===== src/rtl/brg_err_pkg.sv =====
package brg_err_pkg;
  localparam int EV_N      = 6;
  localparam int MASKN     = 5;
  localparam int XFER_N    = 3;
  localparam int EV_PW_MA  = 0;
  localparam int EV_PW_PAR = 1;
  localparam int EV_XFER0  = 2;
  localparam int EV_MTO    = 5;

  typedef enum logic [1:0] {
    SEL_CAUSE   = 2'd0,
    SEL_DISABLE = 2'd1,
    SEL_CONTROL = 2'd2,
    SEL_NONE    = 2'd3
  } regSel_e;

  typedef struct packed {
    logic [EV_N-1:0] clrBits;
    logic [EV_N-1:0] reportEn;
  } ctrlStb_t;
endpackage


===== src/rtl/brg_retry_cnt.sv =====
module brg_retry_cnt #(
  parameter int LIMIT = 1 << 24
) (
  input  logic clk,
  input  logic rstN,
  input  logic retryStb,
  input  logic doneStb,
  output logic exhaust
);
  localparam int CNT_W = (LIMIT > 2) ? $clog2(LIMIT) : 1;
  localparam logic [CNT_W-1:0] LAST = CNT_W'(LIMIT - 1);

  logic [CNT_W-1:0] cnt;
  logic atLast;

  assign atLast  = (cnt == LAST);
  assign exhaust = retryStb && !doneStb && atLast;

  always_ff @(posedge clk or negedge rstN) begin
    if (!rstN) begin
      cnt <= '0;
    end else if (doneStb) begin
      cnt <= '0;
    end else if (retryStb) begin
      if (atLast) cnt <= '0;
      else        cnt <= cnt + 1'b1;
    end
  end
endmodule


===== src/rtl/brg_err_ctrl.sv =====
module brg_err_ctrl
  import brg_err_pkg::*;
#(
  parameter int DATA_W = 8
) (
  input  logic              clk,
  input  logic              rstN,
  input  logic [1:0]        regSel,
  input  logic              regWr,
  input  logic [DATA_W-1:0] regWdata,
  input  logic [EV_N-1:0]   statusQ,
  output logic [DATA_W-1:0] regRdata,
  output ctrlStb_t          stb
);
  logic [MASKN-1:0] disQ;
  logic             mtoEnQ;
  regSel_e          sel;

  assign sel = regSel_e'(regSel);

  always_ff @(posedge clk or negedge rstN) begin
    if (!rstN) begin
      disQ   <= '0;
      mtoEnQ <= 1'b0;
    end else if (regWr) begin
      if (sel == SEL_DISABLE) disQ   <= regWdata[MASKN-1:0];
      if (sel == SEL_CONTROL) mtoEnQ <= regWdata[0];
    end
  end

  always_comb begin
    stb.clrBits  = (regWr && sel == SEL_CAUSE) ? regWdata[EV_N-1:0] : '0;
    stb.reportEn = {mtoEnQ, ~disQ};
  end

  always_comb begin
    regRdata = '0;
    unique case (sel)
      SEL_CAUSE:   regRdata[EV_N-1:0]  = statusQ;
      SEL_DISABLE: regRdata[MASKN-1:0] = disQ;
      SEL_CONTROL: regRdata[0]         = mtoEnQ;
      default:     regRdata            = '0;
    endcase
  end
endmodule


===== src/rtl/brg_err_dp.sv =====
module brg_err_dp
  import brg_err_pkg::*;
#(
  parameter int RETRY_LIMIT = 1 << 24
) (
  input  logic              clk,
  input  logic              rstN,
  input  logic              pwMstAbort,
  input  logic              pwParErr,
  input  logic              mstTimeout,
  input  logic [XFER_N-1:0] retryStb,
  input  logic [XFER_N-1:0] doneStb,
  input  ctrlStb_t          stb,
  output logic [EV_N-1:0]   statusQ,
  output logic              serrN
);
  logic [XFER_N-1:0] exhaust;
  logic [EV_N-1:0]   events;

  for (genvar k = 0; k < XFER_N; k++) begin : gen_cnt
    brg_retry_cnt #(.LIMIT(RETRY_LIMIT)) u_cnt (
      .clk      (clk),
      .rstN     (rstN),
      .retryStb (retryStb[k]),
      .doneStb  (doneStb[k]),
      .exhaust  (exhaust[k])
    );
  end

  always_comb begin
    events                              = '0;
    events[EV_PW_MA]                    = pwMstAbort;
    events[EV_PW_PAR]                   = pwParErr;
    events[EV_XFER0 +: XFER_N]          = exhaust;
    events[EV_MTO]                      = mstTimeout;
  end

  always_ff @(posedge clk or negedge rstN) begin
    if (!rstN) begin
      statusQ <= '0;
      serrN   <= 1'b1;
    end else begin
      statusQ <= (statusQ & ~stb.clrBits) | events;
      serrN   <= ~|(events & stb.reportEn);
    end
  end
endmodule


===== src/rtl/brg_err_report.sv =====
module brg_err_report
  import brg_err_pkg::*;
#(
  parameter int DATA_W      = 8,
  parameter int RETRY_LIMIT = 1 << 24
) (
  input  logic              clk,
  input  logic              rstN,
  input  logic              pwMstAbort,
  input  logic              pwParErr,
  input  logic              mstTimeout,
  input  logic [2:0]        retryStb,
  input  logic [2:0]        doneStb,
  input  logic [1:0]        regSel,
  input  logic              regWr,
  input  logic [DATA_W-1:0] regWdata,
  output logic [DATA_W-1:0] regRdata,
  output logic              serrN
);
  logic [EV_N-1:0] statusQ;
  ctrlStb_t        stb;

  brg_err_ctrl #(.DATA_W(DATA_W)) u_ctrl (
    .clk      (clk),
    .rstN     (rstN),
    .regSel   (regSel),
    .regWr    (regWr),
    .regWdata (regWdata),
    .statusQ  (statusQ),
    .regRdata (regRdata),
    .stb      (stb)
  );

  brg_err_dp #(.RETRY_LIMIT(RETRY_LIMIT)) u_dp (
    .clk        (clk),
    .rstN       (rstN),
    .pwMstAbort (pwMstAbort),
    .pwParErr   (pwParErr),
    .mstTimeout (mstTimeout),
    .retryStb   (retryStb),
    .doneStb    (doneStb),
    .stb        (stb),
    .statusQ    (statusQ),
    .serrN      (serrN)
  );
endmodule


===== config.mk =====
export PLATFORM = sky130hd
export DESIGN_NAME = brg_err_report
export DESIGN_NICKNAME = d
export VERILOG_FILES = /design/src/rtl/brg_err_pkg.sv /design/src/rtl/brg_retry_cnt.sv /design/src/rtl/brg_err_ctrl.sv /design/src/rtl/brg_err_dp.sv /design/src/rtl/brg_err_report.sv
export SDC_FILE = /design/constraint.sdc
export NUM_CORES = 1
export LEC_CHECK = 0
export BUFFER_PORTS_ARGS = -buffer_cell sky130_fd_sc_hd__buf_4
export CAP_MARGIN = 15
export CORE_AREA = 3 3 92 94
export CTS_CLUSTER_DIAMETER = 50
export DETAILED_ROUTE_END_ITERATION = 10
export DIE_AREA = 0 0 95 97
export GPL_TIMING_DRIVEN = 0
export PLACE_DENSITY = 0.78
export SETUP_SLACK_MARGIN = 0.15
export SYNTH_ARGS = -nofsm -noshare
export SYNTH_HDL_FRONTEND = slang
export SYNTH_SLANG_ARGS = --single-unit

===== constraint.sdc =====
create_clock -name clk -period 5.95 [get_ports clk]
set_input_delay 1.4875 -clock clk [delete_from_list [all_inputs] [get_ports clk]]
set_output_delay 1.4875 -clock clk [all_outputs]
set_load 0.05 [all_outputs]

# [Word level (Yosys, flattened, before mapping)]
# Index checks and enable logic that the tools add are counted.
# W data, S select, Z words.
[word_totals] register_bits=85 input_bits=22 output_inout_bits=9 word_cells=51
[classes] n_addsub=3 n_eq_ne=5 muxes=13 bitwise_logic=5 reduce_logical=18
[op_table] op="$mux W24" count=9
[op_table] op="$add A24 B1 Y24 const B" count=3
[op_table] op="$eq A24 B24 Y1 const B" count=3
[op_table] op="$and A6 B6 Y6" count=2
[op_table] op="$pmux W4 S2" count=1
[op_table] op="$logic_and A1 B1 Y1" count=7
[op_table] op="$mux W6" count=1
[op_table] op="$not A6 Y6" count=1
[op_table] op="$or A6 B6 Y6" count=1
[op_table] op="$reduce_bool A2 Y1" count=3
[op_table] op="$reduce_or A6 Y1" count=1
[op_table] op="$not A5 Y5" count=1
[op_table] op="$logic_not A1 Y1" count=4
[op_table] op="$reduce_and A2 Y1" count=2
[op_table] op="$pmux W1 S3" count=1
[op_table] op="$eq A2 B1 Y1 const B" count=1
[op_table] op="$eq A2 B2 Y1 const B" count=1
[op_table] op="$logic_not A2 Y1" count=1
[op_table] op="$mux W1" count=1

# [Logic depth before layout (Yosys ltp)]
[logic_depth] depth_word=6 ltp_mapped=7

# [Modules after synthesis]
# Synthesis repeated with hierarchy kept, for this count alone.
[hier_totals] hier_cells=541 area_unflattened_um2=4843.4
[modules_own_cells] module="brg_retry_cnt" n_inst=3 cells_per_inst=158 area_per_inst_um2=1367.6
[modules_own_cells] module="brg_err_ctrl" n_inst=1 cells_per_inst=44 area_per_inst_um2=466.7
[modules_own_cells] module="brg_err_dp" n_inst=1 cells_per_inst=23 area_per_inst_um2=274.0

# [Least setup slack after synthesis]
# No wires, ideal clock.
[synth_path] path_kind="input-to-output" startpoint="input port regSel[1]" endpoint="output port regRdata[0]" arrival_ns=2.942 required_ns=4.463 path_slack_ns=1.521 cell_stages=3 path_buffers=1 path_cell_list="clkbuf_1 > mux2i_1 > o21ai_0"
[synth_via] elab_chain_cells=2
[synth_rtl] element="from (decl)" line="brg_err_report.sv:14" source="input logic [1:0] regSel,"
[synth_rtl] element="$eq A2 B2 Y1 (tied with other cells)" line="brg_err_ctrl.sv:38" source="unique case (sel)"
[synth_rtl] element="$pmux W1 S3 *" line="brg_err_ctrl.sv:38"
[synth_rtl] element="to (decl)" line="brg_err_report.sv:17" source="output logic [DATA_W-1:0] regRdata,"
# Mark *: on every way between the ends. The rest lies on a longest branch, timed or not.

# [Final worst setup path]
[layout_path] startpoint="input port regSel[0]" endpoint="output port regRdata[0]"
# The elaborated chain is that of the path after synthesis.

==> flow_metrics.tcl <==
set metrics [dict create \
    synth_mux_area_frac 0.0409 \
    cp-endpoint "regRdata[0]" \
    fin_crit_ns 3.93 \
    worst_r2r_path_depth 7 \
    nFillCells 620 \
    die_x_um 95 \
    synth_top_flop_cell "dfrtp_1" \
    clk_pin_slew_ns 0.09 \
    synthDistinctLibCells 59 \
    synth_xor_xnor_area_share 0.0436 \
    tightest_slew_ns 1.04 \
    skew_ns 0.0127 \
    synth_warnings 0 \
    synthArstFlopShare 1.00 \
    swShare 0.274 \
    yosysMostFrequentCell "dfrtp_1" \
    numCtsBuffers 9 \
    combPwrFrac 0.099 \
    p_sw_uw 313 \
    power.share.clock 0.373 \
    p_int_uw 830 \
    hold_path_depth 1 \
    cts_resized 0 \
    critPathCaptureType "output pin" \
    drive_gt1_frac 0.116 \
    n_antenna_cell 0 \
    drv_cap 0 \
    yosys.area_share.simple 0.280 \
    post_drt_wl_per_cell_um 15.6 \
    drcViolationCount 0 \
    ctsRootBufferMaster "clkbuf_8" \
    cts.sinks 85 \
    regArea_um2 2130 \
    postCtsHoldBufs 0 \
    drt-initial-drc-count 209 \
    max_slew_margin 0.308 \
    antenna_found_initial 0 \
    path_max_fanout 9 \
    rsz0062_at_grt "false" \
    nets 562 \
    avgSynthCellArea_um2 9.17 \
    synth_area_um2 4620 \
    pin_count 31 \
    arrival_ns 2.44 \
    syn_inst 504 \
    synth_adder_area_share 0.00813 \
    core_area_um2 7730 \
    globalRouteOverflowTotal 0 \
    hold_path_class "reg2reg" \
    via_per_inst 6.09 \
    setup_violations 0 \
    hold_viol_final 0 \
    synth_top_area_share 0.455 \
    via_count 3922 \
    leakage_nw 2.18 \
    synth_common_cells "dfrtp_1 (84), nand2_1 (63), nand3_1 (42), nor2_1 (42), nand4_1 (25)" \
    grt_max_degree 86 \
    die_area_um2 9220 \
    power_frac_seq 0.528 \
    firstDrtPassIters 5 \
    hp-start "u_dp.gen_cnt[1].u_cnt.cnt[20]" \
    ys_seq_area_frac 0.461 \
    vdd_ir_drop_max_v 0.0000993 \
    clk_latency_ns 0.36 \
    slew_viol_final 0 \
    grt_pass1_vias 3751 \
    yosys.area.top_type "dfrtp_1" \
    crit_type "in2out" \
    start_util 0.598 \
    status "complete, no violations" \
    synth_top_family_by_area "simple AND/OR/NAND/NOR gates" \
    fin_tns_setup_ns 0 \
    dpl.hpwl_um 6880 \
    multiInputGateArea_um2 2350 \
    io_buffers 21 \
    synth_compound_area_frac 0.136 \
    critical_path_required_ns 4.46 \
    track_usage 0.227 \
    power.density_nw_per_um2 223 \
    max-clock-path-buffers 2 \
    post_cts_buffers 0 \
    wl_um 10000 \
    r2r-end "u_dp.gen_cnt[0].u_cnt.cnt[21]" \
    worstSetupStartpointType "input port" \
    synth_area_leaders "dfrtp_1 (46%), nand2_1 (5.1%), nand3_1 (4.6%)" \
    area_growth_syn_to_layout_pct 10.8 \
    die_y_um 97 \
    cts_tree "built" \
    power_mw 1.14 \
    cts-htree-levels 3 \
    synth_edf_count 0 \
    reg2reg_from "u_dp.gen_cnt[0].u_cnt.cnt[0]" \
    cp-startpoint "regSel[0]" \
    grt_pass1_wl_um 17000 \
    std_cell_rows 32 \
    ys_ff_latch 85 \
    min_period_over_period 0.660 \
    place_congestion 0.884 \
    antenna_left 0 \
    regToRegSetupSlack_ns 3.32 \
    fmax_mhz 255 \
]
[logic make-up (layout without fill, tap and decap cells)]
kind of cell | after synthesis | after routing
muxes | 18 | 18
other | 1 | 2
buffers and inverters | 31 | 68
xor gates and xnor gates | 23 | 23
AOI/OAI and AO/OA | 94 | 94
DFF | 85 | 85
adders and majority gates | 3 | 3
and+or+nand+nor | 249 | 249
[per-layer routing]
layer / global-route usage / up-vias / share of wire
met4: 0.0777 / 0 / 0.011
met1: 0.311 / 1915 / 0.46
li1: - / 1911 / -
met3: 0.0474 / 15 / 0.040
met2: 0.357 / 81 / 0.49
met5: 0 / - / 0
[per-stage QoR]
stage / utilization / setup WS [ns] / cells / hold WS [ns] / area, µm²
6_report: 0.663 / 2.02 / 644 / 0.475 / 5120
3_5_place_dp: 0.635 / 2.03 / 628 / 0.466 / 4910
3_3_place_gp: 0.635 / 2.04 / 628 / 0.459 / 4910
2_1_floorplan: - / 1.52 / 505 / 0.438 / 4620
4_1_cts: 0.663 / 2.02 / 644 / 0.486 / 5120
5_1_grt: 0.663 / 1.93 / 644 / 0.508 / 5120
[cell usage in the layout, fill, tap and decap left out, drive strengths merged, types with 3 or more instances in the layout]
master / count
nand3: 43
nor3: 17
o21ai: 24
xnor2: 7
and4: 9
ha: 3
nor3b: 3
buf: 24
o31ai: 3
nor4: 6
inv: 11
dfrtp: 84
a21oi: 17
a211o: 4
nand4: 26
nand2b: 5
xor2: 16
a31oi: 13
or3: 8
mux2i: 11
and3: 13
mux2: 7
clkbuf: 25
nor2: 42
a21o: 8
or2: 3
clkinv: 4
o41ai: 3
nand2: 64
o211ai: 3
a22o: 8
[layout make-up]
type                       count  share of cell area
buffer                        20              0.0193
clock buffer                   9              0.0242
clock inverter                 7              0.0171
inverter                      11             0.00806
multi-input combinational    389               0.460
sequential                    85               0.416
tap                          102              0.0249
timing repair buffer          21              0.0308
[power by group through the flow]
stage	Sequential, mW	Clock [mW]	Combinational [mW]
2_1_floorplan	0.618	0	0.0669
3_3_place_gp	0.615	0	0.112
3_5_place_dp	0.615	0	0.114
4_1_cts	0.604	0.435	0.114
5_1_grt	0.607	0.462	0.124
6_report	0.604	0.426	0.113
[worst min-delay path by stage]
stage / end
5_1_grt: u_dp.gen_cnt[1].u_cnt.cnt[20]
6_report: u_dp.gen_cnt[1].u_cnt.cnt[20]
4_1_cts: u_dp.gen_cnt[1].u_cnt.cnt[20]
2_1_floorplan: u_dp.gen_cnt[1].u_cnt.cnt[20]
3_5_place_dp: u_dp.statusQ[0]
3_3_place_gp: u_dp.gen_cnt[1].u_cnt.cnt[20]
[critical path: stages]
cell	delay, ns
clkbuf_1	0.35
nor2b_1	0.23
nand2_1	0.07
o21ai_0	0.07
buf_4	0.23
[flip-flops by register name, summed over array words and instances (netlist names)]
signal and count:
u_dp.gen_cnt.u_cnt.cnt 72, u_dp.statusQ 6, u_ctrl.disQ 5, u_ctrl.mtoEnQ 1, u_dp.serrN 1
Power figures use the tool's default switching activity.
